$ cat config.mk
export PLATFORM = sky130hd
export DESIGN_NAME = lp_residency_hist
export DESIGN_NICKNAME = d
export VERILOG_FILES = /design/src/rtl/lprh_pkg.sv /design/src/rtl/lprh_tenure_ctr.sv /design/src/rtl/lprh_classify.sv /design/src/rtl/lprh_occ_ctr.sv /design/src/rtl/lp_residency_hist.sv
export SDC_FILE = /design/constraint.sdc
export NUM_CORES = 1
export LEC_CHECK = 0
export CAP_MARGIN = 10
export CORE_UTILIZATION = 45
export CTS_CLUSTER_SIZE = 28
export DETAILED_ROUTE_END_ITERATION = 12
export HOLD_SLACK_MARGIN = 0.12
export PLACE_DENSITY_LB_ADDON = 0.1
export SYNTH_ARGS = -nofsm -noshare
export SYNTH_HDL_FRONTEND = slang
export SYNTH_SLANG_ARGS = --single-unit
export TNS_END_PERCENT = 5
$ cat constraint.sdc
create_clock -name clk_i -period 7.5 [get_ports clk_i]
set_input_delay 0.75 -clock clk_i [delete_from_list [all_inputs] [get_ports clk_i]]
set_output_delay 0.75 -clock clk_i [all_outputs]
set_load 0.02 [all_outputs]
$ cat src/rtl/lprh_pkg.sv
package lprh_pkg;
  localparam int unsigned NUM_BINS = 3;
  typedef enum logic [1:0] {
    BIN_LOW  = 2'd0,
    BIN_MID  = 2'd1,
    BIN_HIGH = 2'd2
  } bin_e;
endpackage

$ cat src/rtl/lprh_tenure_ctr.sv
module lprh_tenure_ctr #(
  parameter int unsigned TENURE_W = 32
) (
  input  logic                clk_i,
  input  logic                rst_ni,
  input  logic                lp_active_i,
  output logic [TENURE_W-1:0] tenure_o,
  output logic                done_o
);
  localparam logic [TENURE_W-1:0] TMAX = '1;

  logic [TENURE_W-1:0] tenure_q;

  // episode ends on first low sample after a non-zero tenure
  assign done_o   = !lp_active_i && (tenure_q != '0);
  assign tenure_o = tenure_q;

  always_ff @(posedge clk_i or negedge rst_ni) begin
    if (!rst_ni)                  tenure_q <= '0;
    else if (lp_active_i) begin
      if (tenure_q != TMAX)       tenure_q <= tenure_q + 1'b1;
    end else if (done_o)          tenure_q <= '0;
  end

  AST_TENURE_STEP: assert property (@(posedge clk_i) disable iff (!rst_ni)
    (lp_active_i && tenure_q != TMAX) |=> (tenure_q == $past(tenure_q) + 1'b1));
  AST_TENURE_SAT: assert property (@(posedge clk_i) disable iff (!rst_ni)
    (lp_active_i && tenure_q == TMAX) |=> (tenure_q == TMAX));
  AST_END_CLEARS: assert property (@(posedge clk_i) disable iff (!rst_ni)
    (!lp_active_i) |=> (tenure_q == '0));
endmodule

$ cat src/rtl/lprh_classify.sv
module lprh_classify
  import lprh_pkg::*;
#(
  parameter int unsigned TENURE_W = 32
) (
  input  logic                clk_i,
  input  logic                rst_ni,
  input  logic                valid_i,
  input  logic [TENURE_W-1:0] tenure_i,
  input  logic [TENURE_W-1:0] thr_low_i,
  input  logic [TENURE_W-1:0] thr_mid_i,
  output logic [NUM_BINS-1:0] inc_o
);
  bin_e bin;

  // inclusive upper bounds; inverted thresholds fall through to high
  always_comb begin
    if (tenure_i <= thr_low_i)      bin = BIN_LOW;
    else if (tenure_i <= thr_mid_i) bin = BIN_MID;
    else                            bin = BIN_HIGH;
  end

  always_comb begin
    inc_o = '0;
    if (valid_i && tenure_i != '0) inc_o[bin] = 1'b1;
  end

  AST_ONE_BIN: assert property (@(posedge clk_i) disable iff (!rst_ni)
    $onehot0(inc_o));
  AST_BIN_ON_END: assert property (@(posedge clk_i) disable iff (!rst_ni)
    (valid_i && tenure_i != '0) |-> ($countones(inc_o) == 1));
  AST_INVERTED_HIGH: assert property (@(posedge clk_i) disable iff (!rst_ni)
    (valid_i && thr_low_i > thr_mid_i && tenure_i > thr_low_i) |-> inc_o[BIN_HIGH]);
endmodule

$ cat src/rtl/lprh_occ_ctr.sv
module lprh_occ_ctr #(
  parameter int unsigned OCC_W = 32
) (
  input  logic             clk_i,
  input  logic             rst_ni,
  input  logic             inc_i,
  output logic [OCC_W-1:0] cnt_o,
  output logic             wrap_o
);
  logic [OCC_W-1:0] cnt_q;

  assign cnt_o  = cnt_q;
  assign wrap_o = inc_i && (cnt_q == '1);

  always_ff @(posedge clk_i or negedge rst_ni) begin
    if (!rst_ni)    cnt_q <= '0;
    else if (inc_i) cnt_q <= cnt_q + 1'b1;
  end

  AST_OCC_INC: assert property (@(posedge clk_i) disable iff (!rst_ni)
    inc_i |=> (cnt_q == $past(cnt_q) + 1'b1));
  AST_OCC_HOLD: assert property (@(posedge clk_i) disable iff (!rst_ni)
    !inc_i |=> $stable(cnt_q));
endmodule

$ cat src/rtl/lp_residency_hist.sv
module lp_residency_hist
  import lprh_pkg::*;
#(
  parameter int unsigned TENURE_W = 32,
  parameter int unsigned OCC_W    = 32
) (
  input  logic                clk_i,
  input  logic                rst_ni,
  input  logic                lp_active_i,
  input  logic [TENURE_W-1:0] thr_low_i,
  input  logic [TENURE_W-1:0] thr_mid_i,
  output logic [TENURE_W-1:0] tenure_o,
  output logic [OCC_W-1:0]    cnt_low_o,
  output logic [OCC_W-1:0]    cnt_mid_o,
  output logic [OCC_W-1:0]    cnt_high_o,
  output logic                irq_o
);
  logic                done;
  logic [NUM_BINS-1:0] inc;
  logic [NUM_BINS-1:0] wrap;
  logic [OCC_W-1:0]    cnt [NUM_BINS];
  logic                ovf_q;

  lprh_tenure_ctr #(.TENURE_W(TENURE_W)) u_tenure (
    .clk_i       (clk_i),
    .rst_ni      (rst_ni),
    .lp_active_i (lp_active_i),
    .tenure_o    (tenure_o),
    .done_o      (done)
  );

  lprh_classify #(.TENURE_W(TENURE_W)) u_classify (
    .clk_i     (clk_i),
    .rst_ni    (rst_ni),
    .valid_i   (done),
    .tenure_i  (tenure_o),
    .thr_low_i (thr_low_i),
    .thr_mid_i (thr_mid_i),
    .inc_o     (inc)
  );

  for (genvar b = 0; b < NUM_BINS; b++) begin : g_bin
    lprh_occ_ctr #(.OCC_W(OCC_W)) u_occ (
      .clk_i  (clk_i),
      .rst_ni (rst_ni),
      .inc_i  (inc[b]),
      .cnt_o  (cnt[b]),
      .wrap_o (wrap[b])
    );
  end

  assign cnt_low_o  = cnt[BIN_LOW];
  assign cnt_mid_o  = cnt[BIN_MID];
  assign cnt_high_o = cnt[BIN_HIGH];

  always_ff @(posedge clk_i or negedge rst_ni) begin
    if (!rst_ni)    ovf_q <= 1'b0;
    else if (|wrap) ovf_q <= 1'b1;
  end

  assign irq_o = ovf_q;

  AST_IRQ_STICKY: assert property (@(posedge clk_i) disable iff (!rst_ni)
    irq_o |=> irq_o);
  AST_IRQ_ON_WRAP: assert property (@(posedge clk_i) disable iff (!rst_ni)
    (|wrap) |=> irq_o);
endmodule

-- Yosys cells after proc, flatten, opt, wreduce, memory -nomap -nowiden
Cells that the tools add are included.
W data, S select, Z words.
- $add $sub $neg: 4
- order comparisons: 4
- equal/unequal tests: 5
- mux-type cells: 8
- reductions and logical operators: 11
- operators with widths (cell ; number):
    $add A32 B1 Y32 const B ; 4
    $eq A32 B32 Y1 const B ; 3
    $mux W32 ; 3
    $le A32 B32 Y1 ; 2
    $ne A32 B32 Y1 const B ; 1
    $reduce_bool A32 Y1 ; 1
    $logic_and A1 B1 Y1 ; 6
    $mux W2 ; 2
    $lt A2 B3 Y1 const B ; 1
    $mux W3 ; 1
    $reduce_or A3 Y1 ; 1
    $demux W1 S2 ; 1
    $ge A2 B1 Y1 const B ; 1
    $ne A2 B1 Y1 const B ; 1
    $reduce_and A2 Y1 ; 1
    $reduce_bool A2 Y1 ; 1
    $logic_not A1 Y1 ; 1
    $mux W1 ; 1
- bits in registers: 129
- bits of input ports: 67
- output and inout port bits: 129
- logic and storage cells: 37

-- Depth between registers and ports, before layout
Gate-level depths: netlist of the first run.
- word-level depth: 10
- gate-level depth with buffers: 12
- depth with buffers taken out: 10

-- By module
A second synthesis of the first run with hierarchy kept.
- cells, all modules: 848
- area, all modules: 8115.3 sq um
- by module, submodules not included (module ; instances ; cells each ; area each (sq um)):
    lprh_occ_ctr ; 3 ; 136 ; 1531.5
    lprh_tenure_ctr ; 1 ; 192 ; 1760.4
    lprh_classify ; 1 ; 246 ; 1727.9
    lp_residency_hist ; 1 ; 2 ; 32.5

-- Worst setup path after synthesis of the first run
Ideal clock, no wire load.
- kind: input -> register
- start: input thr_mid_i[11]
- end: register g_bin[2].u_occ.cnt_q[1]
- setup time: 0.125 ns
- arrival: 3.079 ns
- required time: 7.375 ns
- path slack: 4.296 ns
- stages: 10
- buffers on the path: 2
- path through: inv_1 > ha_1 > nand4_1 > or4_1 > or4_1 > o211ai_1 > or3b_1 > buf_2 > buf_2 > mux2_2
- cells in the longest elaborated chain, start to end: 8
- elaborated cells on any way between the ends: 9
- RTL lines (element ; RTL line ; RTL):
    start: declaration ; lp_residency_hist.sv:11 ; input logic [TENURE_W-1:0] thr_mid_i,
    $le A32 B32 Y1 (*) ; lprh_classify.sv:19 ; else if (tenure_i <= thr_mid_i) bin = BIN_MID;
    $mux W2 (*) ; lprh_classify.sv:19 ;
    $mux W2 (*) ; lprh_classify.sv:18 ; if (tenure_i <= thr_low_i) bin = BIN_LOW;
    $lt A2 B3 Y1 (not written as such) or $ge A2 B1 Y1 (tied branches) ; lprh_classify.sv:25 ; if (valid_i && tenure_i != '0) inc_o[bin] = 1'b1;
    $logic_and A1 B1 Y1 (not written as such) ; lprh_classify.sv:25 ;
    $mux W1 (not written as such) ; lprh_classify.sv:25 ;
    $demux W1 S2 (*) ; n/a ;
    $mux W3 (*) ; lprh_classify.sv:25 ;
    end signal: assignment ; lprh_occ_ctr.sv:17 ; else if (inc_i) cnt_q <= cnt_q + 1'b1;
    end: declaration ; lprh_occ_ctr.sv:10 ; logic [OCC_W-1:0] cnt_q;
Every way passes the cells marked *; elsewhere a longest branch is shown, timed or not.
A chain may end at the register's enable or synchronous reset.

-- Worst setup path in the final report of the first run
- start: input thr_low_i[31]
- end: register g_bin[0].u_occ.cnt_q[14]
- cells in the longest elaborated chain, start to end: 7
- elaborated cells on any way between the ends: 8
- RTL lines (element ; RTL line ; RTL):
    start: declaration ; lp_residency_hist.sv:10 ; input logic [TENURE_W-1:0] thr_low_i,
    $le A32 B32 Y1 (*) ; lprh_classify.sv:18 ;
    $mux W2 (*) ; lprh_classify.sv:18 ;
    $lt A2 B3 Y1 (not written as such) or $ge A2 B1 Y1 (tied branches) ; lprh_classify.sv:25 ;
    $logic_and A1 B1 Y1 (not written as such) ; lprh_classify.sv:25 ;
    $mux W1 (not written as such) ; lprh_classify.sv:25 ;
    $demux W1 S2 (*) ; n/a ;
    $mux W3 (*) ; lprh_classify.sv:25 ;
    end signal: assignment ; lprh_occ_ctr.sv:17 ;
    end: declaration ; lprh_occ_ctr.sv:10 ;
Marked as above.

==> metrics.md, run 1 <==
| Metric | Value |
|---|---|
| Number of antenna-violating nets in the routed design | 0 |
| Post-synth top area share | 41.17% |
| Post-synth top flop | dfrtp_1 |
| Die area | 17960 sq um |
| IO Count | 196 |
| TritonCTS clock tree | built |
| Yosys warns | 0 |
| Post-synth EDFFs | 0 |
| Initial Utilization | 46.62% |
| DR vias/cell | 5.347 |
| Antenna Cells | 0 |
| Share of layout cells above drive strength 1 | 4.147% |
| Max IR drop VDD | 0.1475 mV |
| RePlAce Congestion | 0.8643 |
| Crit path DAT | 4190 ps |
| DP HPWL | 14940 microns |
| Status | complete, no violations |
| Startpoint Class | input pin |
| Cell family with most CP delay | simple AND/OR/NAND/NOR gates |
| Core Area | 16820 sq um |
| Clock sink total | 129 |
| Sequential area share after synthesis | 41.17% |
| RR Startpoint | u_tenure.tenure_o[30] |
| CTS H-Tree Depth | 4 |
| Max Clk Rate | 0.2593 GHz |
| Area delta synth->final | 35.73% |
| Worst EP required | 7830 ps |
| Most frequent cells after synthesis | 129 x dfrtp_1, 80 x inv_1, 73 x xor2_1, 72 x nand2_1, 69 x ha_1 |
| GRT Util Overall | 22.80% |
| Final Hold Vio Count | 0 |
| GRT overflow | 0 |
| Clock-pin slew on the worst setup and hold paths | 60 ps |
| Hold Path Class | input pin to async pin |
| Setup TNS | 0 ps |
| Max cap viols | 0 |
| Count leader, synth | dfrtp_1 |
| Tmin final | 3857 ps |
| WL/cell | 15.59 microns |
| Initial antenna violation count | 0 |
| Syn Nets | 986 |
| CTS buffer count | 17 |
| 1st-pass router iterations | 5 |
| Slew headroom | 39.22% |
| Synth Cell Area | 7841 sq um |
| # hold bufs at CTS | 0 |
| Worst Setup End Kind | flop |
| #FFs+latches synth | 129 |
| Largest net degree at the start of global routing | 67 |
| Post-CTS Setup Bufs | 0 |
| Worst clock skew | 8.718 ps |
| Post-Route WL | 19970 microns |
| CP max stage cell | nor4_2 |
| WP buf/inv | 2 |
| Synth area leader | dfrtp_1 |
| RSZ-0062 raised after global routing | no |
| Final Cycle Share | 51.42% |
| Fin nets | 1185 |
| Die Wd | 134.0 microns |
| DRC | 0 |
| Critical path type | input pin to flop |
| Critical path startpoint | thr_low_i[31] |
| Core Util, Final | 63.28% |
| Slowest stage delay, CP | 780 ps |
| Non-filler cells, final | 1281 |
| PostCTS Resize Cnt | 0 |
| Placed cells | 1250 |
| Clock root buffer | clkbuf_16 |
| Unique masters post-synth | 44 |
| DRT iter0 DRCs | 416 |
| Num rows | 47 |
| Static leakage | 5.120 nW |
| Maximum clock path buffer count | 2 |
| Critical-path cell list | clkdlybuf4s50_1 > inv_1 > ha_1 > nand4_1 > nor4_1 > nand2_1 > o21ai_0 > nand3_1 > nor4_2 > and4_1 > xor2_1 |
| Die Span Y | 134.0 microns |
| Vias in the first global route | 6452 |
| Vias | 6850 |
| CP max FO | 9 |
| First-pass GRT wire length | 32530 microns |
| Area contributors post-synth | dfrtp_1 41%, ha_1 11%, xor2_1 8.2% |
| Pins Over Slew Limit | 0 |
| Clock Latency Late Sink | 410 ps |
| Avg Cell Area, Syn | 9.225 sq um |
| Final setup viols | 0 |
| Async set-reset flop share out of synthesis | 100.0% |
| Pwr/cell area | 181.6 nW/um^2 |
| Synthesized instance count | 850 |
| I/O Buffers | 195 |
| Least-Margin Pin Slew | 897.5 ps |
[state kept, by name (all words and copies together) (netlist names)]
name and cells:
g_bin.u_occ.cnt_o 96, u_tenure.tenure_o 32, irq_o 1
[kinds of logic after synthesis]
family / count (synthesis) / share of synthesized area, %
simple gates: 365 / 24.19
flops: 129 / 41.17
xor+xnor: 118 / 13.18
buf+inv: 100 / 4.962
fa+ha+maj: 69 / 11.01
compound gates: 65 / 4.915
mux: 4 / 0.5744
[cells in the final DEF, fill, tap and decap left out, types with 31 or more instances in the layout]
master and instances:
nand3_1 50, dfrtp_1 129, nand2_1 72, clkdlybuf4s50_1 194, xnor2_1 45, xor2_1 73
a21oi_1 31, ha_1 69, nor2_1 58, inv_1 80, nor3_1 49, nand4_1 41
[worst reg2reg max path, cell delays in order (launching register included)]
cell     delay [ps]
dfrtp_1         530
ha_1            380
nand4_1         170
nor4_1          600
nand2_1          90
o21ai_0         180
nand3_1         360
nor4_2          780
and4_1          300
xor2_1          140
[final timing paths]
| path | to | slack, ps | cells after the start |
|---|---|---|---|
| worst max-delay path | g_bin[0].u_occ.cnt_o[14] | 3640 | 11 |
| worst min-delay path | g_bin[0].u_occ.cnt_o[12] | 420 | 1 |
| worst max register to register | g_bin[0].u_occ.cnt_o[14] | 3900 | 9 |
| worst min register to register | g_bin[2].u_occ.cnt_o[7] | 480 | 1 |
| max in group asynchronous | u_tenure.tenure_o[21] | 5720 | 2 |
| min in group clk_i | g_bin[2].u_occ.cnt_o[7] | 480 | 1 |
[where the power goes]
group | internal, mW | leakage, nW | switching [mW]
Clock | 0.566 | 0.308 | 0.307
Sequential | 0.724 | 1.76 | 0.0483
Combinational | 0.137 | 3.05 | 0.151
[per-stage QoR]
step                      setup slack [ps]  power (mW)  area [sq um]  hold slack, ps
after floorplan                       4296      0.9239          7841           454.4
after global placement                3237       1.069         10020           476.8
after detailed placement              3221       1.073         10020           472.5
after CTS                             3648       1.953         10640           445.3
after global routing                  3422       2.014         10640           474.5
final                                 3643       1.933         10640           419.0
[layout make-up]
type / instances / area [sq um]
Clock buffer: 19 / 442.9
Timing Repair Buffer: 200 / 1987
Multi-Input combinational cell: 621 / 4227
Sequential cell: 129 / 3228
Fill cell: 1463 / 6176
Tap cell: 220 / 275.3
Clock inverter: 12 / 182.7
Inverter: 80 / 300.3
[layer usage]
metal  track usage [%]  up-vias  wire length (microns)
met3             3.893       19                   1015
met2             35.95      200                   9206
met5                 0        -                      0
li1                  -     3369                      -
met4             6.376        0                    288
met1             32.18     3262                   9455
Note: power is estimated with default switching activity, not from simulation.
==> run 2: changes to the inputs <==
==> constraint.sdc (replaced) <==
create_clock -name clk_i -period 3.4 [get_ports clk_i]
set_input_delay 0.34 -clock clk_i [delete_from_list [all_inputs] [get_ports clk_i]]
set_output_delay 0.34 -clock clk_i [all_outputs]
set_load 0.02 [all_outputs]
==> metrics.md, run 2 (synthesized netlist as in run 1, its figures left out) <==
| Metric | Value |
|---|---|
| Die Span Y | 134.0 microns (unchanged) |
| WL/cell | 15.36 microns (was 15.59 microns) |
| Worst EP required | 3740 ps (was 7830 ps) |
| Critical path type | flop to flop (was input pin to flop) |
| Largest net degree at the start of global routing | 130 (was 67) |
| Initial Utilization | 46.62% (unchanged) |
| Slew headroom | 49.64% (was 39.22%) |
| Maximum clock path buffer count | 2 (unchanged) |
| Worst Setup End Kind | flop (unchanged) |
| DRT iter0 DRCs | 392 (was 416) |
| Clock-pin slew on the worst setup and hold paths | 60 ps (about the same) |
| Max FFs per register | 96 (unchanged) |
| GRT overflow | 0 (unchanged) |
| Crit path to | g_bin[2].u_occ.cnt_o[21] (was g_bin[0].u_occ.cnt_o[14]) |
| Pins Over Slew Limit | 0 (unchanged) |
| DP HPWL | 15390 microns (was 14940 microns) |
| GRT Util Overall | 23.43% (was 22.80%) |
| Register Area | 3228 sq um (unchanged) |
| PostCTS Resize Cnt | 0 (unchanged) |
| Tmin final | 3184 ps |
| Least-Margin Pin Slew | 755.4 ps (was 897.5 ps) |
| R2r endpoint | g_bin[2].u_occ.cnt_o[21] (was g_bin[0].u_occ.cnt_o[14]) |
| CTS H-Tree Depth | 4 (unchanged) |
| Die Wd | 134.0 microns (unchanged) |
| RR Startpoint | u_tenure.tenure_o[14] (was u_tenure.tenure_o[30]) |
| RePlAce Congestion | 0.8669 (was 0.8643) |
| Critical path startpoint | u_tenure.tenure_o[14] (was thr_low_i[31]) |
| IO Count | 196 (unchanged) |
| Fin nets | 1224 (was 1185) |
| Pre-CTS setup slack | -119.9 ps (was 3221 ps) |
| RSZ-0062 raised after global routing | no (unchanged) |
| Core Util, Final | 64.80% (was 63.28%) |
| Die area | 17960 sq um (unchanged) |
| Status | complete, no violations (unchanged) |
| Commonest non-fill, non-tap cell in the layout | clkdlybuf4s50_1 (unchanged) |
| R2R setup slack | 220 ps (was 3900 ps) |
| Post-Route WL | 20260 microns (was 19970 microns) |
| Filler cells | 1461 (was 1463) |
| Startpoint Class | flop (was input pin) |
| Max IR drop VDD | 0.3404 mV (was 0.1475 mV) |
| Hold Path Class | flop to flop (was input pin to async pin) |
| CP max FO | 31 (was 9) |
| Clock Latency Late Sink | 420 ps (was 410 ps) |
| DRC | 0 (unchanged) |
| Final Cycle Share | 93.64% |
| Clock root buffer | clkbuf_16 (unchanged) |
| Max Clk Rate | 0.3141 GHz |
| Vias | 6976 (was 6850) |
| Share of layout cells above drive strength 1 | 7.188% (was 4.147%) |
| Max cap viols | 0 (unchanged) |
| Commonest cells after routing, fill and taps aside | 194 x clkdlybuf4s50_1, 129 x dfrtp_1, 80 x inv_1 (unchanged) |
| 1st-pass router iterations | 5 (unchanged) |
| Pwr/cell area | 377.5 nW/um^2 (was 181.6 nW/um^2) |
| Final setup viols | 0 (unchanged) |
| TritonCTS clock tree | built (unchanged) |
| Number of antenna-violating nets in the routed design | 0 (unchanged) |
| Num rows | 47 (unchanged) |
| Static leakage | 5.293 nW (was 5.120 nW) |
| R2r worst-path depth | 10 (was 9) |
| Initial antenna violation count | 0 (unchanged) |
| Clock sink total | 129 (unchanged) |
| CTS buffer count | 17 (unchanged) |
| Area of the multi-input gates | 4227 sq um (unchanged) |
| Worst setup margin | 216.2 ps (was 3643 ps) |
| Core Area | 16820 sq um (unchanged) |
| I/O Buffers | 195 (unchanged) |
| Vias in the first global route | 6464 (was 6452) |
| Antenna Cells | 0 (unchanged) |
| Area delta synth->final | 39.00% (was 35.73%) |
| Crit path DAT | 3520 ps (was 4190 ps) |
| Worst clock skew | 10.08 ps (was 8.718 ps) |
| Final Hold Vio Count | 0 (unchanged) |
| First-pass GRT wire length | 33050 microns (was 32530 microns) |
| DR vias/cell | 5.289 (was 5.347) |
run 2: changes by cell type in the layout (fill, tap and decap cells not counted), sizes merged:
cell | previous run | this run
clkbuf | 19 | 20
buf | 6 | 44
dlygate4sd3 | 0 | 1
bufinv | 4 | 2
clkinvlp | 0 | 2
clkinv | 6 | 4
run 2: worst min path at each step:
stage / from / end / cells past startpoint
3_3_place_gp: g_bin[1].u_occ.cnt_o[23] / g_bin[1].u_occ.cnt_o[23] / 1
2_1_floorplan: rst_ni / g_bin[0].u_occ.cnt_o[0] / 0
4_1_cts: g_bin[2].u_occ.cnt_o[30] / g_bin[2].u_occ.cnt_o[30] / 1
3_5_place_dp: g_bin[2].u_occ.cnt_o[30] / g_bin[2].u_occ.cnt_o[30] / 1
6_report: g_bin[1].u_occ.cnt_o[23] / g_bin[1].u_occ.cnt_o[23] / 1
5_1_grt: g_bin[2].u_occ.cnt_o[7] / g_bin[2].u_occ.cnt_o[7] / 1
run 2: critical path, cell delays in order (launching register included):
cell      delay, ps
dfrtp_1         470
ha_1            340
nand4_1         120
or4_1           590
a21o_1          180
a31oi_1         160
o211ai_1        120
or3b_1          410
buf_12          190
nor4_1          340
xor2_1          170
run 2: metrics by stage:
| step | cells | hold WS, ps | area, sq um | power (mW) | TNS, ps |
|---|---|---|---|---|---|
| 2_1_floorplan | 850 | 44.41 | 7841 | 2.038 | 0 |
| 3_3_place_gp | 1288 | 476.0 | 10340 | 2.386 | -166.4 |
| 3_5_place_dp | 1288 | 477.4 | 10340 | 2.396 | -944.7 |
| 4_1_cts | 1319 | 489.2 | 10900 | 4.147 | 0 |
| 5_1_grt | 1319 | 497.7 | 10900 | 4.289 | 0 |
| 6_report | 1319 | 483.4 | 10900 | 4.115 | 0 |
run 2: layout make-up:
cell class,instances,area share [%]
multi-input cells,621,38.78
flip-flops and latches,129,29.62
repair buffers,239,21.28
clock buffers,20,4.006
inverters,80,2.755
well taps,220,2.526
clock inverters,10,1.033
run 2: report_power, final:
part | switching (mW) | internal, mW | leakage (nW) | total (mW)
clock | 0.676 | 1.07 | 0.266 | 1.74
combinational | 0.360 | 0.321 | 3.26 | 0.681
sequential | 0.0918 | 1.60 | 1.76 | 1.69
run 2: timing repair:
item | CTS | global route
hold buffers | 1 | 0
buffers inserted | 0 | 0
hold endpoints to repair | 129 | 0
run 2: metal layers:
metal  vias up  GRT usage, %  wire length [microns]
li1       3436             -                      -
met1      3319         33.50                   9824
met2       199         35.90                   9153
met3        22         4.611                   1020
met4         0         6.692                    264
met5         -             0                      0
